## config.mk

```make
export PLATFORM = sky130hd
export DESIGN_NAME = stall_guard
export DESIGN_NICKNAME = d
export VERILOG_FILES = /design/src/rtl/stall_guard_pkg.sv /design/src/rtl/stall_tick_timer.sv /design/src/rtl/stall_fault_latch.sv /design/src/rtl/stall_hs_gate.sv /design/src/rtl/stall_guard.sv
export SDC_FILE = /design/constraint.sdc
export NUM_CORES = 1
export LEC_CHECK = 0
export ABC_AREA = 1
export BUFFER_PORTS_ARGS = -buffer_cell sky130_fd_sc_hd__buf_2
export CAP_MARGIN = 25
export CORE_ASPECT_RATIO = 0.7
export CORE_MARGIN = 3
export CORE_UTILIZATION = 32
export CTS_CLUSTER_DIAMETER = 60
export CTS_CLUSTER_SIZE = 10
export DETAILED_ROUTE_END_ITERATION = 16
export SLEW_MARGIN = 20
export SYNTH_ARGS = -nofsm -noshare
export SYNTH_HDL_FRONTEND = slang
export SYNTH_SLANG_ARGS = --single-unit
```

## constraint.sdc

```tcl
create_clock -name clk -period 3.2 [get_ports clk]
set_input_delay 0.32 -clock clk [delete_from_list [all_inputs] [get_ports clk]]
set_output_delay 0.32 -clock clk [all_outputs]
set_load 0.02 [all_outputs]
```

## src/rtl/stall_guard_pkg.sv

```systemverilog
package stall_guard_pkg;
  localparam int NUM_PHASES = 3;
  typedef logic [NUM_PHASES-1:0] phase_vec_t;
endpackage

```

## src/rtl/stall_tick_timer.sv

```systemverilog
module stall_tick_timer #(
  parameter int CNT_W = 16
) (
  input  logic             clk,
  input  logic             rst,
  input  logic             tick_i,
  input  logic             clear_i,
  input  logic [CNT_W-1:0] hold_i,
  output logic             expire_o
);
  localparam int EXT_W = CNT_W + 1;

  logic [CNT_W-1:0] cnt_q;
  logic [EXT_W-1:0] cnt_inc;

  assign cnt_inc  = {1'b0, cnt_q} + EXT_W'(1);
  assign expire_o = tick_i && !clear_i && (cnt_inc >= {1'b0, hold_i});

  always_ff @(posedge clk) begin
    if (rst || clear_i) begin
      cnt_q <= '0;
    end else if (tick_i && !(&cnt_q)) begin
      cnt_q <= cnt_inc[CNT_W-1:0];
    end
  end


  cnt_zero_chk: assert property (@(posedge clk) disable iff (rst)
    clear_i |=> (cnt_q == '0));


  no_tick_hold_chk: assert property (@(posedge clk) disable iff (rst)
    (!tick_i && !clear_i) |=> $stable(cnt_q));
endmodule

```

## src/rtl/stall_fault_latch.sv

```systemverilog
module stall_fault_latch (
  input  logic clk,
  input  logic rst,
  input  logic expire_i,
  input  logic stop_i,
  input  logic guard_off_i,
  output logic fault_d_o,
  output logic fault_o
);
  logic fault_q;

  always_comb begin
    if (stop_i || guard_off_i) fault_d_o = 1'b0;
    else                       fault_d_o = fault_q || expire_i;
  end

  always_ff @(posedge clk) begin
    if (rst) fault_q <= 1'b0;
    else     fault_q <= fault_d_o;
  end

  assign fault_o = fault_q;


  rise_needs_expire_chk: assert property (@(posedge clk) disable iff (rst)
    $rose(fault_q) |-> $past(expire_i));


  sticky_fault_chk: assert property (@(posedge clk) disable iff (rst)
    (fault_q && !stop_i && !guard_off_i) |=> fault_q);


  stop_clears_chk: assert property (@(posedge clk) disable iff (rst)
    stop_i |=> !fault_q);


  strap_clears_chk: assert property (@(posedge clk) disable iff (rst)
    guard_off_i |=> !fault_q);
endmodule

```

## src/rtl/stall_hs_gate.sv

```systemverilog
module stall_hs_gate
  import stall_guard_pkg::*;
(
  input  logic       clk,
  input  logic       rst,
  input  logic       fault_d_i,
  input  phase_vec_t hs_req_i,
  output phase_vec_t hs_o
);
  phase_vec_t hs_q;

  for (genvar p = 0; p < NUM_PHASES; p++) begin : g_phase
    always_ff @(posedge clk) begin
      if (rst) hs_q[p] <= 1'b0;
      else     hs_q[p] <= hs_req_i[p] && !fault_d_i;
    end
  end

  assign hs_o = hs_q;
endmodule

```

## src/rtl/stall_guard.sv

```systemverilog
module stall_guard
  import stall_guard_pkg::*;
#(
  parameter int CNT_W = 16
) (
  input  logic             clk,
  input  logic             rst,
  input  logic             tick_i,
  input  logic             in_lock_i,
  input  logic             stop_i,
  input  logic             guard_off_i,
  input  logic [CNT_W-1:0] hold_ticks_i,
  input  logic [2:0]       hs_req_i,
  output logic             fault_o,
  output logic [2:0]       hs_o
);
  logic       timer_clear;
  logic       expire;
  logic       fault_d;
  logic       fault_q;
  phase_vec_t hs_gated;

  assign timer_clear = in_lock_i || stop_i || guard_off_i;

  stall_tick_timer #(.CNT_W(CNT_W)) u_timer (
    .clk      (clk),
    .rst      (rst),
    .tick_i   (tick_i),
    .clear_i  (timer_clear),
    .hold_i   (hold_ticks_i),
    .expire_o (expire)
  );

  stall_fault_latch u_latch (
    .clk         (clk),
    .rst         (rst),
    .expire_i    (expire),
    .stop_i      (stop_i),
    .guard_off_i (guard_off_i),
    .fault_d_o   (fault_d),
    .fault_o     (fault_q)
  );

  stall_hs_gate u_gate (
    .clk       (clk),
    .rst       (rst),
    .fault_d_i (fault_d),
    .hs_req_i  (hs_req_i),
    .hs_o      (hs_gated)
  );

  assign fault_o = fault_q;
  assign hs_o    = hs_gated;


  hs_blank_chk: assert property (@(posedge clk) disable iff (rst)
    fault_q |-> (hs_gated == '0));


  reset_state_chk: assert property (@(posedge clk)
    rst |=> (!fault_q && hs_gated == '0));
endmodule

```

Word level (Yosys, flattened, before mapping)
Index checks and enable logic that the tools add are counted.

cells by class
  $add $sub $neg = 1
  order comparisons = 1
  multiplexer cells = 1
  reduce and logical (&&, ||, !) cells = 15

operators by type and width
  operator                                        number
  adder 16 x 1 -> 17 bit (second input constant)  1
  greater-or-equal comparator 17 x 16 -> 1 bit    1
  AND reduction 16 bit                            1
  logical AND 1 bit                               6
  logical OR 1 bit                                5
  logical NOT 1 bit                               3
  2-to-1 mux 1 bit                                1

word-level totals
  register bits = 20
  output and inout bits = 4
  logic and storage cells = 23

Logic depth before layout (Yosys ltp)
  depth in word-level cells = 9
  depth in mapped cells = 19

Modules after synthesis
From an unflattened synthesis, not the netlist that was laid out.

unflattened totals
  cell total of the unflattened synthesis = 255
  area total of the unflattened synthesis = 1642.8 um^2

by module, submodules not included
  module             instances  cells each  area each (um^2)
  stall_tick_timer   1          234         1496.4
  stall_hs_gate      1          10          86.3
  stall_fault_latch  1          8           48.8
  stall_guard        1          3           11.3

Worst setup path after synthesis
OpenSTA, ideal clock, no wires.

  path type = register -> register
  start = reg u_timer.cnt_q[0]
  end = reg u_latch.fault_q (netlist: u_latch.fault_o)
  library setup time = 109 ps
  data arrival time = 2327 ps
  data required time = 3091 ps
  path slack = 764 ps
  stages on the path, launching flop included = 19
  cell sequence = dfxtp_1 ha_1 nand3_1 nor3_1 inv_1 nor4_2 xor2_1 inv_1 ha_1 nand2_1 inv_1 o21ai_0 nand3b_1 nor2_1 nand2_1 nand2_1 nand2_1 nand2_1 nor2_1

on the way
  word-level cells in the longest chain between the ends = 5

ends and longest elaborated chain
  item                                          RTL line                 source
  start: declaration                            stall_tick_timer.sv:13   logic [CNT_W-1:0] cnt_q;
  start signal: assignment                      stall_tick_timer.sv:23   cnt_q <= cnt_inc[CNT_W-1:0];
  adder 16 x 1 -> 17 bit                        stall_tick_timer.sv:16   assign cnt_inc = {1'b0, cnt_q} + EXT_W'(1);
  net u_timer.cnt_inc[14]                       stall_tick_timer.sv:14   logic [EXT_W-1:0] cnt_inc;
  greater-or-equal comparator 17 x 16 -> 1 bit  stall_tick_timer.sv:17   assign expire_o = tick_i && !clear_i && (cnt_inc >= {1'b0, hold_i});
  logical AND 1 bit                             stall_tick_timer.sv:17
  logical OR 1 bit                              stall_fault_latch.sv:14  else fault_d_o = fault_q || expire_i;
  2-to-1 mux 1 bit                              stall_fault_latch.sv:13  if (stop_i || guard_off_i) fault_d_o = 1'b0;
  end signal: assignment                        stall_fault_latch.sv:19  else fault_q <= fault_d_o;
  end: declaration                              stall_fault_latch.sv:10  logic fault_q;

The timed path passes the listed nets, and every way through them passes these cells.
A chain may end at the register's enable or synchronous reset.

Worst setup path after layout
  start = reg u_timer.cnt_q[0]
  end = reg u_gate.hs_q[1] (netlist: u_gate.hs_o[1])

on the way
  word-level cells in the longest chain between the ends = 7

ends and longest elaborated chain
  item                                          RTL line                 source
  adder 16 x 1 -> 17 bit                        stall_tick_timer.sv:16
  net u_timer.cnt_inc[14]                       stall_tick_timer.sv:14
  greater-or-equal comparator 17 x 16 -> 1 bit  stall_tick_timer.sv:17
  logical AND 1 bit                             stall_tick_timer.sv:17
  logical OR 1 bit                              stall_fault_latch.sv:14
  2-to-1 mux 1 bit                              stall_fault_latch.sv:13
  logical NOT 1 bit                             stall_hs_gate.sv:15      else hs_q[p] <= hs_req_i[p] && !fault_d_i;
  logical AND 1 bit                             stall_hs_gate.sv:15
  end signal: indexed assignment                stall_hs_gate.sv:15
  end: declaration                              stall_hs_gate.sv:10      phase_vec_t hs_q;

The timed path passes the listed nets, and every way through them passes these cells.

==> flow_metrics.py <==
metrics = {
    "status": {
        "status": "complete, no violations",
    },
    "critical_path": {
        "crit_required_ns": 3.41,
        "crit_path_start": "u_timer.cnt_q[0]",
        "path_depth": 17,
        "r2r_start": "u_timer.cnt_q[0]",
        "crit_path_start_kind": "flip-flop",
        "rr_worst_depth": 17,
        "path_buf_inv": 3,
        "r2r_slack_ns": 0.43,
        "critPathMaxFanout": 5,
        "arrival_ns": 2.98,
        "endpoint_kind": "flip-flop",
        "crit_end": "u_gate.hs_o[1]",
        "critical_path_class": "flip-flop to flip-flop",
        "cp_common_cell": "nand2_1",
        "critPathMaxStageDelay_ns": 0.40,
        "r2r_end": "u_gate.hs_o[1]",
        "cp_slowest_cell": "dfxtp_1",
        "path_cells": "ha_1 -> nand3_1 -> nor3_1 -> inv_1 -> nor4_2 -> xor2_1 -> inv_1 -> ha_1 -> nand2_1 -> inv_1 -> o21ai_0 -> nand3b_1 -> nor2_1 -> nand2_1 -> nand2_1 -> nand2_1 -> a21oi_1",
        "critPathTopFamily": "simple AND/OR/NAND/NOR gates",
    },
    "placed_design": {
        "post-dp-hpwl_um": 2890,
        "globalplace.congestion": 0.822,
        "portBuffers": 28,
        "placed_cells": 303,
    },
    "layout": {
        "multi_input_area_um2": 942,
        "final_common_cell": "inv_1",
        "layout-drive-gt1-share": 0.183,
        "instances_no_fill": 307,
        "final_cell_mix": "47 x inv_1, 31 x nand2_1, 28 x buf_2, 25 x nor2_1, 20 x dfxtp_1",
        "diodes": 0,
        "regArea_um2": 400,
        "postLayoutCoreUtil": 0.401,
        "area_growth_pct": 16.1,
        "finalNetCount": 295,
        "nFillCells": 483,
    },
    "die": {
        "die-area_um2": 5750,
        "ios": 29,
        "rows": 20,
        "die_w_um": 89.4,
        "die_h_um": 64.4,
        "core_area_um2": 4500,
        "initial_core_util": 0.346,
    },
    "timing": {
        "max_freq_ghz": 0.360,
        "layout_min_cycle_time_ns": 2.77,
        "relSlewSlack": 0.419,
        "rsz0062_at_grt": "false",
        "finalCritPeriodShare": 0.867,
        "final.setup_skew_ns": 0.0131,
        "maxSlewViolCount": 0,
        "finalHoldWorstSlack_ns": 0.223,
        "tightest_slew_ns": 0.870,
        "finalSetupViolations": 0,
        "finalSetupTns_ns": 0,
        "finalHoldViolations": 0,
    },
    "grt": {
        "antenna_found_initial": 0,
        "grt_pass1_vias": 1191,
        "track_usage": 0.126,
        "gr-total-overflow": 0,
        "grt_max_degree": 25,
        "grt_pass1_wl_um": 5560,
    },
    "pwr": {
        "clkPwrFrac": 0.449,
        "p_switching_mw": 0.133,
        "internal_power_mw": 0.447,
        "p_leak_nw": 0.993,
        "ir_drop_uv": 151,
        "powerDensity_nw_per_um2": 321,
        "combinationalPowerShare": 0.110,
        "switching_share": 0.230,
        "p_seq_frac": 0.441,
    },
    "clock_tree": {
        "root_buffer": "clkbuf_8",
        "clk_pin_slew_worst_paths_ns": 0.09,
        "ctsHoldBuffers": 0,
        "cts_tree": "done",
        "cts_setup_buffers": 0,
        "clockBufferDepth": 2,
        "numCtsBuffers": 3,
        "cts.repair.resized": 0,
        "clock-sinks": 20,
        "cts_htree_levels": 1,
        "clk_latency_ns": 0.27,
    },
    "synth": {
        "ys_ff_latch": 20,
        "synth_area_leader_cell": "dfxtp_1",
        "ys_warn_count": 0,
        "ys_types": 28,
        "synth_top_area_frac": 0.257,
        "avgSynthCellArea_um2": 6.92,
        "netlist_area_um2": 1560,
        "synthCells": 225,
        "ys.flop_type": "dfxtp_1",
        "async_reset_ff_frac": 0,
        "ys_seq_area_frac": 0.257,
        "synth.area.top_cells": "dfxtp_1 26%, ha_1 14%, inv_1 11%",
        "synth_nets": 267,
        "synth_edf_count": 0,
    },
    "detailed_routing": {
        "drt_iter0_markers": 90,
        "drt_first_pass_iters": 5,
        "wirelength_um": 3470,
        "drc": 0,
        "postRouteAntennaNets": 0,
        "via_count": 1396,
        "vias_per_cell": 4.55,
        "post_drt_wl_per_cell_um": 11.3,
    },
    "job": {
        "cap_violations": 0,
    },
    "worst_hold_path": {
        "hp-class": "input pin to flip-flop",
    },
}
## flip-flops by register name, summed over array words and instances, names as in the netlist
name	flops
u_timer.cnt_q	16
u_gate.hs_o	3
u_latch.fault_o	1
## worst reg2reg max path, delay by kind of cell (launching register included)
| kind | cells | cell delay, ns |
|---|---|---|
| simple gates | 9 | 1.04 |
| buf+inv | 3 | 0.22 |
| xor+xnor | 1 | 0.23 |
| flops | 1 | 0.40 |
| fa+ha+maj | 2 | 0.53 |
| compound gates | 2 | 0.27 |
## through the flow
stage | setup slack, ns | area [um^2] | total power, mW
floorplan | 0.764 | 1560 | 0.301
global placement | 0.583 | 1740 | 0.325
detailed placement | 0.432 | 1740 | 0.326
CTS | 0.395 | 1810 | 0.585
global route | 0.136 | 1810 | 0.603
finish | 0.425 | 1810 | 0.580
## layout make-up
type / instances / share of cell area
Clock buffer: 3 / 0.0229
Inverter: 49 / 0.102
Sequential cell: 20 / 0.222
Timing Repair Buffer: 28 / 0.0776
Multi-Input combinational cell: 151 / 0.521
Tap cell: 55 / 0.0381
Clock inverter: 1 / 0.0166
## worst min path at each step
stage | from | end | slack (ns) | depth (start not counted)
floorplan | rst | u_latch.fault_o | 0.39 | 1
global placement | u_timer.cnt_q[0] | u_timer.cnt_q[0] | 0.48 | 1
detailed placement | u_timer.cnt_q[0] | u_timer.cnt_q[0] | 0.49 | 1
CTS | rst | u_latch.fault_o | 0.22 | 2
global route | rst | u_latch.fault_o | 0.23 | 2
finish | rst | u_latch.fault_o | 0.22 | 2
## power groups by stage
| stage | Sequential [mW] | Combinational [mW] | Clock [mW] |
|---|---|---|---|
| after CTS | 0.256 | 0.0642 | 0.265 |
| after global placement | 0.262 | 0.0635 | 0 |
| final | 0.256 | 0.0637 | 0.260 |
| after detailed placement | 0.262 | 0.0637 | 0 |
| after floorplan | 0.264 | 0.0379 | 0 |
| after global routing | 0.257 | 0.0736 | 0.273 |
## cells by family after synthesis
logic type,count (synthesis),share of synthesized area
AO/OA/AOI/OAI,38,0.133
XOR/XNOR,13,0.0732
adder cells (fa/ha/maj),17,0.137
buffers and inverters,54,0.137
flip-flops,20,0.257
AND/OR/NAND/NOR,83,0.263
## cells in the mapped netlist, types with 3 or more instances
| library cell | count |
|---|---|
| a21oi_1 | 18 |
| dfxtp_1 | 20 |
| ha_1 | 17 |
| inv_1 | 47 |
| nand2_1 | 31 |
| nand3_1 | 7 |
| nand3b_1 | 3 |
| nand4_1 | 5 |
| nor2_1 | 25 |
| o21ai_0 | 11 |
| o21ai_1 | 5 |
| xor2_1 | 13 |
## layer usage
layer  track usage  routed length [um]  part of all wire  up-vias
met3        0.0361                 239             0.069        2
met1         0.202                1930              0.55      595
met4        0.0279                  14            0.0040        0
met5             0                   0                 0        -
met2         0.161                1300              0.37       29
li1              -                   -                 -      770
No activity file was read; power rests on OpenSTA's default activity.
